### src/rtl/emu_pkg.sv
package emu_pkg;

  typedef enum logic [1:0] {
    ST_IDLE  = 2'd0,
    ST_CONV  = 2'd1,
    ST_SHIFT = 2'd2
  } emuState_t;

  // strobes from control to datapath
  typedef struct packed {
    logic load;     // latch word, drive low
    logic markEoc;  // drive the end-of-conversion high
    logic shift;    // present next bit
  } emuStrobe_t;

endpackage

### src/rtl/emu_sync.sv
module emu_sync #(
  parameter int STAGES = 2,
  parameter bit RESET_VAL = 1'b0
) (
  input  logic clk,
  input  logic rstN,
  input  logic asyncIn,
  output logic lvl,
  output logic prevLvl
);
  logic [STAGES-1:0] chain;

  always_ff @(posedge clk or negedge rstN) begin
    if (!rstN) begin
      chain   <= {STAGES{RESET_VAL}};
      prevLvl <= RESET_VAL;
    end else begin
      chain   <= {chain[STAGES-2:0], asyncIn};
      prevLvl <= chain[STAGES-1];
    end
  end

  assign lvl = chain[STAGES-1];
endmodule

### src/rtl/emu_ctrl.sv
module emu_ctrl
  import emu_pkg::*;
#(
  parameter int CONV_CYCLES = 20,
  parameter int ACQ_CYCLES  = 16
) (
  input  logic       clk,
  input  logic       rstN,
  input  logic       csFall,
  input  logic       csRise,
  input  logic       sclkFall,
  output emuStrobe_t strobe,
  output logic       driveEn,
  output logic       violPulse
);
  localparam int CW = $clog2(CONV_CYCLES + 1);
  localparam int AW = $clog2(ACQ_CYCLES + 1);
  localparam logic [CW-1:0] CONV_LAST = CW'(CONV_CYCLES - 1);
  localparam logic [AW-1:0] ACQ_FULL  = AW'(ACQ_CYCLES);

  emuState_t state, stateNxt;
  logic [CW-1:0] convCnt;
  logic [AW-1:0] acqCnt;
  logic acqDone;

  assign acqDone = (acqCnt == ACQ_FULL);

  always_comb begin
    stateNxt      = state;
    strobe        = '0;
    case (state)
      ST_IDLE: begin
        if (csFall && acqDone) begin
          stateNxt    = ST_CONV;
          strobe.load = 1'b1;
        end
      end
      ST_CONV: begin
        if (csRise) begin
          stateNxt = ST_IDLE;
        end else if (convCnt == CONV_LAST) begin
          stateNxt       = ST_SHIFT;
          strobe.markEoc = 1'b1;
        end
      end
      ST_SHIFT: begin
        if (csRise) stateNxt = ST_IDLE;
        else if (sclkFall) strobe.shift = 1'b1;
      end
      default: stateNxt = ST_IDLE;
    endcase
  end

  always_ff @(posedge clk or negedge rstN) begin
    if (!rstN) begin
      state     <= ST_IDLE;
      convCnt   <= '0;
      acqCnt    <= ACQ_FULL;
      violPulse <= 1'b0;
    end else begin
      state     <= stateNxt;
      violPulse <= (state == ST_IDLE) && csFall && !acqDone;
      if (strobe.load) convCnt <= '0;
      else if (state == ST_CONV) convCnt <= convCnt + 1'b1;
      if (csRise) acqCnt <= '0;
      else if (!acqDone) acqCnt <= acqCnt + 1'b1;
    end
  end

  assign driveEn = (state != ST_IDLE);
endmodule

### src/rtl/emu_dpath.sv
module emu_dpath
  import emu_pkg::*;
#(
  parameter int WORD_W = 12
) (
  input  logic              clk,
  input  logic              rstN,
  input  emuStrobe_t        strobe,
  input  logic [WORD_W-1:0] loadWord,
  output logic              serOut
);
  logic [WORD_W-1:0] shreg;

  always_ff @(posedge clk or negedge rstN) begin
    if (!rstN) begin
      shreg  <= '0;
      serOut <= 1'b0;
    end else if (strobe.load) begin
      shreg  <= loadWord;
      serOut <= 1'b0;
    end else if (strobe.markEoc) begin
      serOut <= 1'b1;
    end else if (strobe.shift) begin
      serOut <= shreg[WORD_W-1];
      shreg  <= {shreg[WORD_W-2:0], 1'b0};
    end
  end
endmodule

### src/rtl/adc_serial_emu.sv
module adc_serial_emu
  import emu_pkg::*;
#(
  parameter int DATA_W      = 10,
  parameter int SUB_W       = 2,
  parameter int CONV_CYCLES = 20,
  parameter int ACQ_CYCLES  = 16
) (
  input  logic              clk,
  input  logic              rstN,
  input  logic              csN,
  input  logic              sclk,
  input  logic [DATA_W-1:0] sampleData,
  input  logic [SUB_W-1:0]  sampleSub,
  output logic              dout,
  output logic              doutOe,
  output logic              timingViol
);
  localparam int WORD_W = DATA_W + SUB_W;

  logic csLvl, csPrev, sclkLvl, sclkPrev;
  logic csFall, csRise, sclkFall;
  emuStrobe_t strobe;

  emu_sync #(.STAGES(2), .RESET_VAL(1'b1)) uCsSync (
    .clk(clk), .rstN(rstN), .asyncIn(csN), .lvl(csLvl), .prevLvl(csPrev));
  emu_sync #(.STAGES(2), .RESET_VAL(1'b0)) uSclkSync (
    .clk(clk), .rstN(rstN), .asyncIn(sclk), .lvl(sclkLvl), .prevLvl(sclkPrev));

  assign csFall   = csPrev & ~csLvl;
  assign csRise   = ~csPrev & csLvl;
  assign sclkFall = sclkPrev & ~sclkLvl;

  emu_ctrl #(.CONV_CYCLES(CONV_CYCLES), .ACQ_CYCLES(ACQ_CYCLES)) uCtrl (
    .clk(clk), .rstN(rstN), .csFall(csFall), .csRise(csRise),
    .sclkFall(sclkFall), .strobe(strobe), .driveEn(doutOe),
    .violPulse(timingViol));

  emu_dpath #(.WORD_W(WORD_W)) uDpath (
    .clk(clk), .rstN(rstN), .strobe(strobe),
    .loadWord({sampleData, sampleSub}), .serOut(dout));
endmodule

### config.mk
export PLATFORM = sky130hd
export DESIGN_NAME = adc_serial_emu
export DESIGN_NICKNAME = d
export VERILOG_FILES = /design/src/rtl/emu_pkg.sv /design/src/rtl/emu_sync.sv /design/src/rtl/emu_ctrl.sv /design/src/rtl/emu_dpath.sv /design/src/rtl/adc_serial_emu.sv
export SDC_FILE = /design/constraint.sdc
export NUM_CORES = 1
export LEC_CHECK = 0
export BUFFER_PORTS_ARGS = -buffer_cell sky130_fd_sc_hd__buf_2
export CORE_MARGIN = 2
export CORE_UTILIZATION = 55
export CTS_CLUSTER_DIAMETER = 60
export DETAILED_ROUTE_END_ITERATION = 10
export GPL_TIMING_DRIVEN = 0
export HOLD_SLACK_MARGIN = 0.02
export PLACE_DENSITY = 0.83
export SYNTH_ARGS = -nofsm -noshare
export SYNTH_HDL_FRONTEND = slang
export SYNTH_HIERARCHICAL = 1
export SYNTH_SLANG_ARGS = --single-unit
### constraint.sdc
create_clock -name clk -period 2.4 [get_ports clk]
set_input_delay 0.72 -clock clk [delete_from_list [all_inputs] [get_ports clk]]
set_output_delay 0.72 -clock clk [all_outputs]
set_load 0.01 [all_outputs]
==> qor.yml <==
status: "complete, no violations"
clkTransAtPathRegs_ns: 0.09
fin_crit_sh: 0.913
synth_edf_count: 0
peakVddDrop_mv: 0.505
combPwrFrac: 0.147
path_class: "reg2reg"
ctsResizeCount: 0
ys_ff_latch: 32
grt_pass1_vias: 1147
final_nets: 187
firstDrtPassIters: 4
placed_cells: 192
syn2layout_area_growth_pct: 11.5
hold_slack_ns: 0.367
min-delay-start: "uCsSync/chain[0]"
std_cell_rows: 19
crit_path_start_kind: "flip-flop"
slew_headroom: 0.551
final_cells: 200
swShare: 0.267
die_w_microns: 58.4
worst_pin_slew_ns: 0.674
yosys_warnings: 6
ctsLongestPathBuffers: 2
worstSkewPairLatency_ns: 0.34
r2r_start: "uCtrl/convCnt[1]"
ff2ff_path_depth: 7
post_drt_wl_per_cell_microns: 15.4
tns_ns: 0
seq_area_frac_synth: 0.495
synth.distinct_cells: 36
h-tree-depth: 2
drive_above_1_share: 0.243
async_reset_ff_frac: 1.00
power.total_w: 0.00115
antenna_found_initial: 0
die_area_sq_mm: 0.00341
cp_data_required_time_ns: 2.63
period_needed_ns: 2.19
io_buffers: 18
ant_nets: 0
timing.fmax_mhz: 456
arrival_ns: 2.42
holdBufCountCts: 0
setup_viol: 0
clockRootBuffer: "clkbuf_4"
pwr-share-clk: 0.281
critPathLaunch: "uCtrl/convCnt[1]"
power_switching_w: 0.000306
finClkSkew_ns: 0.0117
track_usage: 0.206
hold_violations: 0
hp-class: "reg2reg"
initial_core_util: 0.585
postSynthCellCount: 143
gr-total-overflow: 0
cp-end-kind: "flip-flop"
vias_per_cell: 6.02
die_y_microns: 58.4
cp_max_fo: 10
gp_congestion: 0.845
drv_slew: 0
hpwl_mm: 2.11
cts_tree: "built"
drt_iter0_drc: 58
post_cts_buffers: 0
finalWirelength_mm: 3.09
maxCapViolCount: 0
core-area_sq_mm: 0.00278
grt_max_degree: 33
num_antenna_cells: 0
ys.flop_type: "dfrtp_1"
holdPathStages: 0
leakage_nw: 0.906
internal_power_w: 0.000843
num_vias: 1204
rsz0062_at_grt: "false"
crit-reg2reg-capture: "uDpath/shreg[8]"
route.detailed.drc: 0
synth_nets: 162
grt_pass1_wl_mm: 5.11
postSynthAreaPerCell_sq_um: 11.4
num_io_pins: 19
seq_power_share: 0.572
numCtsBuffers: 5
rrSetupSlack_ns: 0.21
setup.worst_path.end: "uDpath/shreg[8]"
syn_area_sq_mm: 0.00163
clock-sinks: 32
p_per_area_mw_per_mm2: 633
## registers in the layout, summed over array words and instances, names as in the netlist
register / count
uSclkSync/prevLvl: 1
uSclkSync/chain: 2
uCtrl/acqCnt: 5
uCtrl/state: 2
uCtrl/convCnt: 5
uCsSync/chain: 2
uDpath/serOut: 1
uDpath/shreg: 12
uCsSync/prevLvl: 1
uCtrl/violPulse: 1
## placed cells by master, fill, tap and decap left out, types with 2 or more instances in the layout
cell | netlist | final
buf_6 | 3 | 3
a21oi_1 | 4 | 4
clkbuf_1 | 3 | 5
nor2_1 | 12 | 12
dfrtp_1 | 28 | 28
xor2_1 | 2 | 2
inv_1 | 6 | 6
nor2b_1 | 8 | 8
a32o_1 | 3 | 3
and4bb_1 | 9 | 9
o21ai_0 | 2 | 2
nand2b_1 | 3 | 3
a221o_1 | 11 | 11
ha_1 | 3 | 3
dfstp_2 | 4 | 4
nor3_1 | 2 | 2
nand2_1 | 6 | 6
nand3_1 | 5 | 5
nor4bb_1 | 3 | 3
clkbuf_4 | 0 | 5
and2b_1 | 7 | 7
mux2_2 | 2 | 2
buf_2 | 3 | 21
## metal layers
| metal | vias up | routed length [microns] | track usage |
|---|---|---|---|
| met4 | 0 | 94 | 0.130 |
| met1 | 587 | 1400 | 0.263 |
| li1 | 571 | - | - |
| met2 | 36 | 1430 | 0.316 |
| met3 | 10 | 166 | 0.0462 |
| met5 | - | 0 | 0 |
## cells by family after synthesis
| family | after synthesis | synth area share |
|---|---|---|
| simple gates | 62 | 0.264 |
| flops | 32 | 0.495 |
| compound gates | 24 | 0.126 |
| buf+inv | 16 | 0.0553 |
| xor+xnor | 3 | 0.0161 |
| mux | 3 | 0.0200 |
| fa+ha+maj | 3 | 0.0231 |
## per-stage QoR
step,setup WS [ns],instance area (sq um),util
after floorplan,0.432,1630,-
final,0.209,1820,0.653
after CTS,0.208,1820,0.653
after detailed placement,0.218,1760,0.632
after global routing,0.0188,1820,0.653
after global placement,0.275,1760,0.632
## how the worst min path moves through the flow
stage,end
final,uCsSync/chain[1]
after global routing,uCsSync/chain[1]
after CTS,uSclkSync/chain[1]
after detailed placement,uSclkSync/chain[1]
after global placement,uSclkSync/chain[1]
after floorplan,uSclkSync/chain[1]
## worst max-delay path: stages (launching register included)
cell and delay (ns):
dfrtp_1 0.42, ha_1 0.23, nor4bb_1 0.33, nand2_1 0.14, nor2_1 0.19, buf_2 0.26
and4bb_1 0.25, a221o_1 0.27
## cell usage after synthesis, types with 2 or more instances
| library cell | instances | area (sq um) |
|---|---|---|
| xor2_1 | 2 | 17.5 |
| nor3_1 | 2 | 10.0 |
| buf_2 | 3 | 15.0 |
| a221o_1 | 11 | 110 |
| nor2b_1 | 8 | 50.1 |
| a32o_1 | 3 | 30.0 |
| ha_1 | 3 | 37.5 |
| inv_1 | 6 | 22.5 |
| dfrtp_1 | 28 | 701 |
| and2b_1 | 7 | 52.6 |
| and4bb_1 | 9 | 113 |
| buf_6 | 3 | 33.8 |
| nor4bb_1 | 3 | 30.0 |
| nand2_1 | 6 | 22.5 |
| nor2_1 | 12 | 45.0 |
| a21oi_1 | 4 | 20.0 |
| clkbuf_1 | 3 | 11.3 |
| nand2b_1 | 3 | 18.8 |
| dfstp_2 | 4 | 105 |
| o21ai_0 | 2 | 10.0 |
| nand3_1 | 5 | 25.0 |
| mux2_2 | 2 | 22.5 |
## power groups by stage
stage / Sequential (W) / Combinational, W / Clock (W)
2_1_floorplan: 0.000651 / 0.000125 / 0
3_3_place_gp: 0.000659 / 0.000159 / 0
3_5_place_dp: 0.000667 / 0.000170 / 0
4_1_cts: 0.000656 / 0.000172 / 0.000338
5_1_grt: 0.000667 / 0.000192 / 0.000357
6_report: 0.000657 / 0.000169 / 0.000323
## cell type report
class / count / area [sq um]
sequential: 32 / 806
fill: 219 / 966
multi-input combinational: 95 / 732
tap: 31 / 38.8
clock buffer: 8 / 58.8
inverter: 6 / 22.5
timing repair buffer: 18 / 90.1
buffer: 10 / 67.6
(Power assumes the default switching activity.)
